File: src/rtl/wdog_pkg.sv
package wdog_pkg;
  localparam int ADDR_W = 4;
  localparam int DATA_W = 32;

  localparam logic [ADDR_W-1:0] OFS_SMIEN  = 4'h0;
  localparam logic [ADDR_W-1:0] OFS_STATUS = 4'h4;
  localparam logic [ADDR_W-1:0] OFS_CTRL   = 4'h8;
  localparam logic [ADDR_W-1:0] OFS_PERIOD = 4'hC;

  localparam int BIT_GBL    = 0;
  localparam int BIT_SRC    = 13;
  localparam int BIT_FLAG   = 3;
  localparam int BIT_HALT   = 11;
  localparam int BIT_RELOAD = 0;

  typedef struct packed {
    logic ldSmiEn;
    logic ldPeriod;
    logic ldCtrl;
    logic reload;
    logic clrFlag;
    logic firstExp;
    logic secondExp;
  } wdogStrb_t;
endpackage

File: src/rtl/wdog_ctrl.sv
module wdog_ctrl
  import wdog_pkg::*;
(
  input  logic              clk,
  input  logic              rst,
  input  logic              tickEn,
  input  logic              wrEn,
  input  logic [ADDR_W-1:0] wrAddr,
  input  logic              reloadBit,
  input  logic              clearBit,
  input  logic              cntZero,
  input  logic              flagQ,
  input  logic              haltQ,
  output wdogStrb_t         strb,
  output logic              rstPulseQ
);
  logic expire;

  always_comb begin
    strb          = '0;
    strb.ldSmiEn  = wrEn && (wrAddr == OFS_SMIEN);
    strb.ldPeriod = wrEn && (wrAddr == OFS_PERIOD);
    strb.ldCtrl   = wrEn && (wrAddr == OFS_CTRL);
    strb.reload   = strb.ldCtrl && reloadBit;
    strb.clrFlag  = wrEn && (wrAddr == OFS_STATUS) && clearBit;
    expire        = tickEn && !haltQ && cntZero && !strb.reload;
    strb.firstExp  = expire && !flagQ;
    strb.secondExp = expire && flagQ;
  end

  always_ff @(posedge clk) begin
    if (rst) rstPulseQ <= 1'b0;
    else     rstPulseQ <= strb.secondExp;
  end
endmodule

File: src/rtl/wdog_dp.sv
module wdog_dp
  import wdog_pkg::*;
#(
  parameter int              CNT_W      = 16,
  parameter logic [CNT_W-1:0] DEF_PERIOD = 16'd40
) (
  input  logic              clk,
  input  logic              rst,
  input  logic              tickEn,
  input  wdogStrb_t         strb,
  input  logic              srcEnIn,
  input  logic              gblEnIn,
  input  logic              haltIn,
  input  logic [CNT_W-1:0]  periodIn,
  input  logic [ADDR_W-1:0] rdAddr,
  output logic [DATA_W-1:0] rdData,
  output logic              cntZero,
  output logic              flagQ,
  output logic              haltQ,
  output logic              srcEnQ,
  output logic              gblEnQ,
  output logic [CNT_W-1:0]  cntQ
);
  logic [CNT_W-1:0] periodQ;
  logic             softRst;

  assign softRst = rst || strb.secondExp;
  assign cntZero = (cntQ == '0);

  always_ff @(posedge clk) begin
    if (softRst) begin
      srcEnQ  <= 1'b0;
      gblEnQ  <= 1'b0;
      haltQ   <= 1'b0;
      flagQ   <= 1'b0;
      periodQ <= DEF_PERIOD;
      cntQ    <= DEF_PERIOD;
    end else begin
      if (strb.ldSmiEn) begin
        srcEnQ <= srcEnIn;
        gblEnQ <= gblEnIn;
      end
      if (strb.ldCtrl)   haltQ   <= haltIn;
      if (strb.ldPeriod) periodQ <= periodIn;
      if (strb.firstExp)     flagQ <= 1'b1;
      else if (strb.clrFlag) flagQ <= 1'b0;
      if (strb.reload || strb.firstExp) cntQ <= periodQ;
      else if (tickEn && !haltQ && !cntZero) cntQ <= cntQ - 1'b1;
    end
  end

  always_comb begin
    rdData = '0;
    case (rdAddr)
      OFS_SMIEN: begin
        rdData[BIT_SRC] = srcEnQ;
        rdData[BIT_GBL] = gblEnQ;
      end
      OFS_STATUS: rdData[BIT_FLAG] = flagQ;
      OFS_CTRL:   rdData[BIT_HALT] = haltQ;
      OFS_PERIOD: rdData = DATA_W'(periodQ);
      default:    rdData = '0;
    endcase
  end
endmodule

File: src/rtl/wdog_two_stage.sv
module wdog_two_stage
  import wdog_pkg::*;
#(
  parameter int               CNT_W      = 16,
  parameter logic [CNT_W-1:0] DEF_PERIOD = 16'd40
) (
  input  logic              clk,
  input  logic              rst,
  input  logic              tickEn,
  input  logic              wrEn,
  input  logic [3:0]        wrAddr,
  input  logic [31:0]       wrData,
  input  logic [3:0]        rdAddr,
  output logic [31:0]       rdData,
  output logic              smiReq,
  output logic              sysRstPulse
);
  wdogStrb_t        strb;
  logic             cntZero, flagQ, haltQ, srcEnQ, gblEnQ;
  logic [CNT_W-1:0] cntQ;
  wire              unusedWrBits = &{1'b0, wrData};

  wdog_ctrl u_ctrl (
    .clk       (clk),
    .rst       (rst),
    .tickEn    (tickEn),
    .wrEn      (wrEn),
    .wrAddr    (wrAddr),
    .reloadBit (wrData[BIT_RELOAD]),
    .clearBit  (wrData[BIT_FLAG]),
    .cntZero   (cntZero),
    .flagQ     (flagQ),
    .haltQ     (haltQ),
    .strb      (strb),
    .rstPulseQ (sysRstPulse)
  );

  wdog_dp #(.CNT_W(CNT_W), .DEF_PERIOD(DEF_PERIOD)) u_dp (
    .clk      (clk),
    .rst      (rst),
    .tickEn   (tickEn),
    .strb     (strb),
    .srcEnIn  (wrData[BIT_SRC]),
    .gblEnIn  (wrData[BIT_GBL]),
    .haltIn   (wrData[BIT_HALT]),
    .periodIn (wrData[CNT_W-1:0]),
    .rdAddr   (rdAddr),
    .rdData   (rdData),
    .cntZero  (cntZero),
    .flagQ    (flagQ),
    .haltQ    (haltQ),
    .srcEnQ   (srcEnQ),
    .gblEnQ   (gblEnQ),
    .cntQ     (cntQ)
  );

  assign smiReq = flagQ && srcEnQ && gblEnQ;
endmodule

File: config.mk
export PLATFORM = sky130hd
export DESIGN_NAME = wdog_two_stage
export DESIGN_NICKNAME = d
export VERILOG_FILES = /design/src/rtl/wdog_pkg.sv /design/src/rtl/wdog_ctrl.sv /design/src/rtl/wdog_dp.sv /design/src/rtl/wdog_two_stage.sv
export SDC_FILE = /design/constraint.sdc
export NUM_CORES = 1
export LEC_CHECK = 0
export CAP_MARGIN = 0
export CORE_AREA = 3 3 83 85
export DETAILED_ROUTE_END_ITERATION = 6
export DIE_AREA = 0 0 86 88
export HOLD_SLACK_MARGIN = 0.03
export PLACE_DENSITY = 0.69
export SETUP_SLACK_MARGIN = 0.05
export SYNTH_ARGS = -nofsm -noshare
export SYNTH_HDL_FRONTEND = slang
export SYNTH_SLANG_ARGS = --single-unit
File: constraint.sdc
create_clock -name clk -period 2.15 [get_ports clk]
set_input_delay 0.43 -clock clk [delete_from_list [all_inputs] [get_ports clk]]
set_output_delay 0.43 -clock clk [all_outputs]
set_load 0.01 [all_outputs]
==> results by group, run 1 <==
Run status
  • Status: finished, final reports clean

Die
  • Height of the die: 88 um
  • Core area: 6277 um^2
  • Die area: 7568 um^2
  • Die width: 86 um
  • Num ports: 78
  • # rows: 29
  • Initial Util: 34.18%

Power
  • Pwr Total: 0.001607 W
  • Worst ir drop on vdd: 417.7 uV
  • Power density over the cells: 539.9 nW/um^2
  • Leak pwr: 1.201 nW

Drt
  • Vias after detailed routing: 2,199
  • DRT iter0 DRCs: 96
  • DRC viols: 0
  • Pre-Repair DR Iteration Count: 4
  • WL final: 6013 um
  • Antenna-violating nets left: 0
  • Vias per inst: 5.174
  • Drt wl/cell: 14.15 um

Clocking
  • CTS Buf Count: 5
  • Register clock-pin slew on the reported worst setup and hold paths: 0.09 ns
  • CTS tree: built
  • Skew-Pair Late Insertion Delay: 0.30 ns
  • Clock sink count: 37
  • Hold bufs inserted after CTS: 0
  • Maximum clock path buffer count: 2
  • H-tree depth: 2
  • CTS root buffer: clkbuf_8

Global route
  • Total Routing Usage GR: 16.43%
  • Number of global-route vias before repair: 2,069
  • Initial antenna violation count: 0
  • GRT Residual Overflow: 0
  • First-pass GRT wire length: 9963 um
  • Largest net degree at the start of global routing: 17

Finish
  • Final non-filler cell total: 425
  • Antenna diode count: 0
  • Final Net Count: 393
  • Layout area overhead: 38.72%
  • Final Cell Area: 2977 um^2
  • Fill count: 615
  • Fraction of layout cells with a size suffix above 1: 18.39%

STA
  • Minimum clock period: 2.030 ns
  • RSZ-0062 raised after global routing: yes
  • FMAX: 0.4926 GHz
  • Final Max Tran Viols: 0
  • Final setup viols: 0
  • Final worst path period share: 94.42%
  • Hold WS: 0.4730 ns
  • Setup TNS: 0 ns
  • Final hold viol count: 0
  • Clock Skew: 0.008131 ns

Min path
  • Class of the worst hold path: register to register

Yosys
  • Synthesized area per cell: 7.947 um^2
  • Sequential area share after synthesis: 34.52%
  • Async set or reset register ratio after synthesis: 0%
  • Mapped cell area: 2146 um^2
  • Post-Syn Instances: 270
  • Synth area leaders: dfxtp_1, nand2_1, a21oi_1
  • Ys Warns: 0
  • Yosys top cell area share: 34.52%
  • Synth cell types: 51
  • FF+latch count, synth: 37
  • Most used flip-flop cell after synthesis: dfxtp_1
  • EDFF count, synth: 0
  • Top cell type by total area after synthesis: dfxtp_1

Critical path
  • Most frequent CP cell: buf_4
  • Setup crit end kind: register
  • WS Path Type: register to register
  • Crit-path cells: inv_1 > ha_1 > nor4b_2 > buf_4 > a41o_1 > buf_4 > o311ai_0 > a31oi_1
  • Crit-path slowest cell: o311ai_0
  • Critical path peak fanout: 9
  • Worst EP required: 2.32 ns
  • WP data arrival: 2.20 ns
  • Startpoint Class: register
  • Delay of the slowest critical-path stage: 0.42 ns

Placement
  • Buffers on Ports: 45
  • Placed Cells: 415
  • HPWL after detailed placement: 4490 um
  • Post-DP Area: 2833 um^2
  • Final RePlAce weighted congestion: 0.9382

Flow run
  • Max-cap violation count: 0
==> worst paths after layout <==
check	slack (ns)	endpoint	startpoint	depth (start not counted)
worst max register to register	0.12	u_dp.cntQ[8]	u_dp.cntQ[1]	8
worst max-delay path	0.12	u_dp.cntQ[8]	u_dp.cntQ[1]	8
worst min register to register	0.47	u_dp.periodQ[8]	u_dp.periodQ[8]	2
worst min-delay path	0.47	u_dp.periodQ[8]	u_dp.periodQ[8]	2
==> final cells by class <==
type	instances	area (um^2)	share of cell area [%]
flip-flops and latches	37	740.7	24.88
repair buffers	86	750.7	25.22
inverters	2	7.507	0.2522
well taps	77	96.34	3.237
multi-input cells	215	1266	42.54
clock inverters	3	46.29	1.555
clock buffers	5	68.82	2.312
==> where the power goes <==
group	switching, W	leakage, nW	internal [W]
Sequential	0.0000212	0.300	0.000702
Combinational	0.000126	0.847	0.000132
Clock	0.000279	0.0543	0.000347
Total	0.000426	1.20	0.00118
==> per-stage QoR <==
stage	setup WS (ns)	utilization, %
2_1_floorplan	0.3008	-
3_5_place_dp	-0.3187	45.13
5_1_grt	0.01218	47.42
6_report	0.1200	47.42
4_1_cts	0.08609	47.40
3_3_place_gp	-0.3104	45.13
==> sequential cells by signal (all words and copies together) (netlist names) <==
signal / flops
u_ctrl.rstPulseQ: 1
u_dp.srcEnQ: 1
u_dp.periodQ: 16
u_dp.cntQ: 16
u_dp.flagQ: 1
u_dp.haltQ: 1
u_dp.gblEnQ: 1
==> synth_stat cells (2+ instances only) <==
library cell and number:
a22oi_1 5, nor4_1 2, inv_1 2, a21oi_1 31, nand4_1 4, nor4b_1 5, buf_2 4, a31oi_1 4
nor2_1 15, and3_1 5, buf_4 17, clkbuf_1 6, nand2_1 50, nand4b_1 2, nor3_1 5, o31a_1 2
o311ai_0 2, mux2i_1 5, a22o_1 2, o21ai_0 7, o31ai_1 2, and2_1 12, nor2b_1 2, buf_6 3
nor3b_1 3, xnor2_1 4, dfxtp_1 37, nand3_1 7, nor4_2 2, ha_1 2
==> layer usage <==
layer | wire (um) | global-route usage, % | vias to the layer above
li1 | - | - | 1083
met1 | 2707 | 19.99 | 1026
met2 | 2832 | 28.10 | 75
met3 | 335 | 3.575 | 15
met4 | 138 | 6.763 | 0
met5 | 0 | 0 | -
==> critical path: cells and delay by family, from the launching register on <==
| family | cells | cell delay (ns) |
|---|---|---|
| flip-flops | 1 | 0.39 |
| AO/OA/AOI/OAI | 3 | 0.78 |
| AND/OR/NAND/NOR | 1 | 0.16 |
| buffers and inverters | 3 | 0.39 |
| adder cells (fa/ha/maj) | 1 | 0.17 |
==> cells in the final DEF (no fill, tap or decap), types with 5 or more instances in the layout <==
cell / count
clkbuf_8: 5
and3_1: 5
nor2_1: 15
mux2i_1: 5
nand2_1: 49
a21oi_1: 31
dfxtp_1: 37
conb_1: 16
buf_4: 39
nand3_1: 7
dlygate4sd2_1: 14
o21ai_0: 7
clkdlybuf4s50_1: 25
and2_1: 12
a22oi_1: 5
==> timing repair <==
action                     4_1_cts  5_1_grt
setup endpoints to repair       20        7
resized for setup               36        1
buffers inserted                 1        0
pin swaps                        1        1
cloned                           1        0
==> cells by family (layout without fill, tap and decap cells) <==
group | after synthesis | in the layout | synth area share (%)
other | 1 | 16 | 0.1748
xor gates and xnor gates | 5 | 5 | 2.041
AOI/OAI and AO/OA | 65 | 65 | 19.01
muxes | 6 | 6 | 2.857
DFF | 37 | 37 | 34.52
adders and majority gates | 2 | 2 | 1.166
buffers and inverters | 33 | 96 | 10.09
and+or+nand+nor | 121 | 121 | 30.15
Note: power is estimated with default switching activity, not from simulation.
==> run 2, diff against run 1 <==
==> constraint.sdc (replaced) <==
create_clock -name clk -period 2.15 [get_ports clk]
set_input_delay 0.43 -clock clk [delete_from_list [all_inputs] [get_ports clk]]
set_output_delay 0.43 -clock clk [all_outputs]
set_load 0.1 [all_outputs]
==> results by group, run 2 (synthesis gave the netlist of run 1 again) <==
Power
  • Worst ir drop on vdd: 327.4 uV (-22%)
  • Sw Pwr: 0.0005205 W (+22%)
  • Switching portion of total power: 30.49% (+4.0 points)
  • Flop pwr share: 42.5% (-2.5 points)
  • Combinational power share: 22.5% (+6.5 points)
  • Leak pwr: 1.254 nW (+4.5%)
  • Internal power: 0.001187 W (+0.50%)
  • Power density over the cells: 528.5 nW/um^2 (-2.1%)
  • Power share of the clock group: 35.0% (-4.0 points)

Clocking
  • CTS tree: built
  • H-tree depth: 2 (unchanged)
  • Hold bufs inserted after CTS: 0 (unchanged)
  • Register clock-pin slew on the reported worst setup and hold paths: 0.08 ns (about the same)
  • Skew-Pair Late Insertion Delay: 0.29 ns (about the same)
  • Maximum clock path buffer count: 2 (unchanged)
  • CTS Buf Count: 5 (unchanged)
  • Clock sink count: 37 (unchanged)
  • CTS root buffer: clkbuf_8

Critical path
  • Startpoint Class: input port
  • Delay of the slowest critical-path stage: 0.25 ns (-0.17 ns)
  • Critical R2R Launch: u_dp.cntQ[1]
  • Crit-path cells: dlygate4sd2_1 > nand2_2 > nor3_4 > buf_6 > and2_4 > buf_12
  • Worst reg2reg path depth: 9 (+1)
  • Critical path peak fanout: 6 (-3)
  • Setup crit end kind: output port
  • FF-to-FF End: u_dp.cntQ[7]
  • Reg2reg setup slack: 0.21 ns (+0.09 ns)
  • WP data arrival: 1.52 ns (-0.68 ns)
  • WS Path Type: input port to output port
  • Worst EP required: 1.72 ns (-0.60 ns)
  • Crit-path slowest cell: nor3_4

Finish
  • Most common cell after layout, fill and taps aside: nand2_1
  • Final Net Count: 386 (-1.8%)
  • Fraction of layout cells with a size suffix above 1: 26.39% (+8.0 points)
  • Layout area overhead: 50.55%
  • Antenna diode count: 0 (unchanged)
  • Biggest regs: u_dp.cntQ: 16 flops, u_dp.periodQ: 16 flops
  • Most frequent cells in the layout: nand2_1, dfxtp_1, a21oi_1, buf_4, clkdlybuf4s50_1
  • Fill count: 578 (-6.0%)

STA
  • Final worst path period share: 90.48% (-3.9 points)
  • Final setup viols: 0 (unchanged)
  • Clock Skew: 0.008428 ns (+0.0002969 ns)
  • Setup ws final: 0.2048 ns (+0.08472 ns)
  • Final Max Tran Viols: 0 (unchanged)
  • Setup TNS: 0 ns (unchanged)
  • RSZ-0062 raised after global routing: yes
  • FMAX: 0.5141 GHz (+4.4%)
  • Final hold viol count: 0 (unchanged)
  • Minimum clock period: 1.945 ns (-0.08472 ns)

Global route
  • Total Routing Usage GR: 16.57% (+0.14 points)
  • GRT Residual Overflow: 0 (unchanged)
  • Largest net degree at the start of global routing: 26 (+9)
  • Number of global-route vias before repair: 2,057 (-0.58%)
  • Initial antenna violation count: 0 (unchanged)
  • First-pass GRT wire length: 9970 um (about the same)

Drt
  • Antenna-violating nets left: 0 (unchanged)
  • DRC viols: 0 (unchanged)
  • DRT iter0 DRCs: 196 (+100%)
  • Vias per inst: 5.134 (-0.78%)
  • Drt wl/cell: 14.47 um (+2.2%)
  • Vias after detailed routing: 2,146 (-2.4%)
  • WL final: 6047 um (+0.57%)
  • Pre-Repair DR Iteration Count: 4 (unchanged)

Die
  • Core area: 6277 um^2 (unchanged)
  • Die width: 86 um (unchanged)
  • Height of the die: 88 um (unchanged)
  • Initial Util: 34.18% (unchanged)
  • Num ports: 78 (unchanged)
  • Die area: 7568 um^2 (unchanged)
  • # rows: 29 (unchanged)

Flow run
  • Max-cap violation count: 0 (unchanged)

Placement
  • Placement Setup Slack: 0.007230 ns (+0.3259 ns)
  • HPWL after detailed placement: 4606 um (+2.6%)
  • Final RePlAce weighted congestion: 0.9213 (-1.8%)
  • Buffers on Ports: 45 (unchanged)

Min path
  • WHS Path Cells: 1 (-1)
  • Hold Crit Endpoint: u_dp.cntQ[0]
  • Class of the worst hold path: register to register
  • Hold Startpoint: u_dp.cntQ[0]

Run status
  • Status: finished, final reports clean
-- run 2: cell count changes in the layout (fill, tap and decap cells not counted), moves of 4 or more --
cell             delta
and2_1             -12
and2_4             +12
buf_12             +20
buf_4              -10
clkdlybuf4s15_1     -4
dlygate4sd2_1      -11
-- run 2: cell type report --
| class | count | area (um^2) | area share, % |
|---|---|---|---|
| sequential | 37 | 742.0 | 22.97 |
| timing repair buffer | 79 | 920.9 | 28.51 |
| multi-input combinational | 215 | 1353 | 41.87 |
| clock buffer | 6 | 72.57 | 2.246 |
| clock inverter | 2 | 38.79 | 1.201 |
| tap | 77 | 96.34 | 2.982 |
| inverter | 2 | 7.507 | 0.2324 |
-- run 2: power groups by stage --
stage               clock (W)  combinational [W]  sequential, W
floorplan                   0           0.000268       0.000732
global placement            0           0.000372       0.000739
detailed placement          0           0.000374       0.000740
CTS                  0.000612           0.000380       0.000724
global route         0.000638           0.000409       0.000729
finish               0.000598           0.000383       0.000726
-- run 2: worst max path at each step --
stage                       from       endpoint  slack [ns]  cells after the start
floorplan             u_dp.flagQ      rdData[3]        0.03                      3
global placement       wrAddr[1]  u_dp.cntQ[10]       0.005                      7
detailed placement     wrAddr[3]   u_dp.cntQ[7]       0.007                      8
CTS                 u_dp.cntQ[0]   u_dp.cntQ[6]        0.06                      7
global route        u_dp.cntQ[0]   u_dp.cntQ[1]        0.01                      7
finish                 rdAddr[2]      rdData[4]        0.20                      6
-- run 2: timing repair --
item | CTS | global route
gates cloned | 1 | 0
resized for setup | 23 | 6
setup endpoints to repair | 16 | 35
buffers inserted | 0 | 0
pin swaps | 1 | 1
-- run 2: metal layers --
| metal | GRT usage, % | vias to the layer above | wire [um] |
|---|---|---|---|
| li1 | - | 1074 | - |
| met1 | 20.73 | 1005 | 2691 |
| met2 | 29.01 | 56 | 2983 |
| met3 | 3.387 | 11 | 281 |
| met4 | 4.317 | 0 | 90 |
| met5 | 0 | - | 0 |
-- run 2: critical path, delay by kind of cell --
kind	cells	cell delay [ns]
AND/OR/NAND/NOR	3	0.49
buffers and inverters	3	0.59
-- run 2: through the flow --
stage	cell area, um^2	utilization (%)	hold slack [ns]	power, W	instances
after floorplan	2255	-	0.4379	0.0009993	285
after detailed placement	3045	48.52	0.4580	0.001114	409
after CTS	3213	51.19	0.4749	0.001716	418
after global routing	3231	51.47	0.5113	0.001777	418
final	3231	51.47	0.4698	0.001707	418
after global placement	3045	48.52	0.4518	0.001111	409
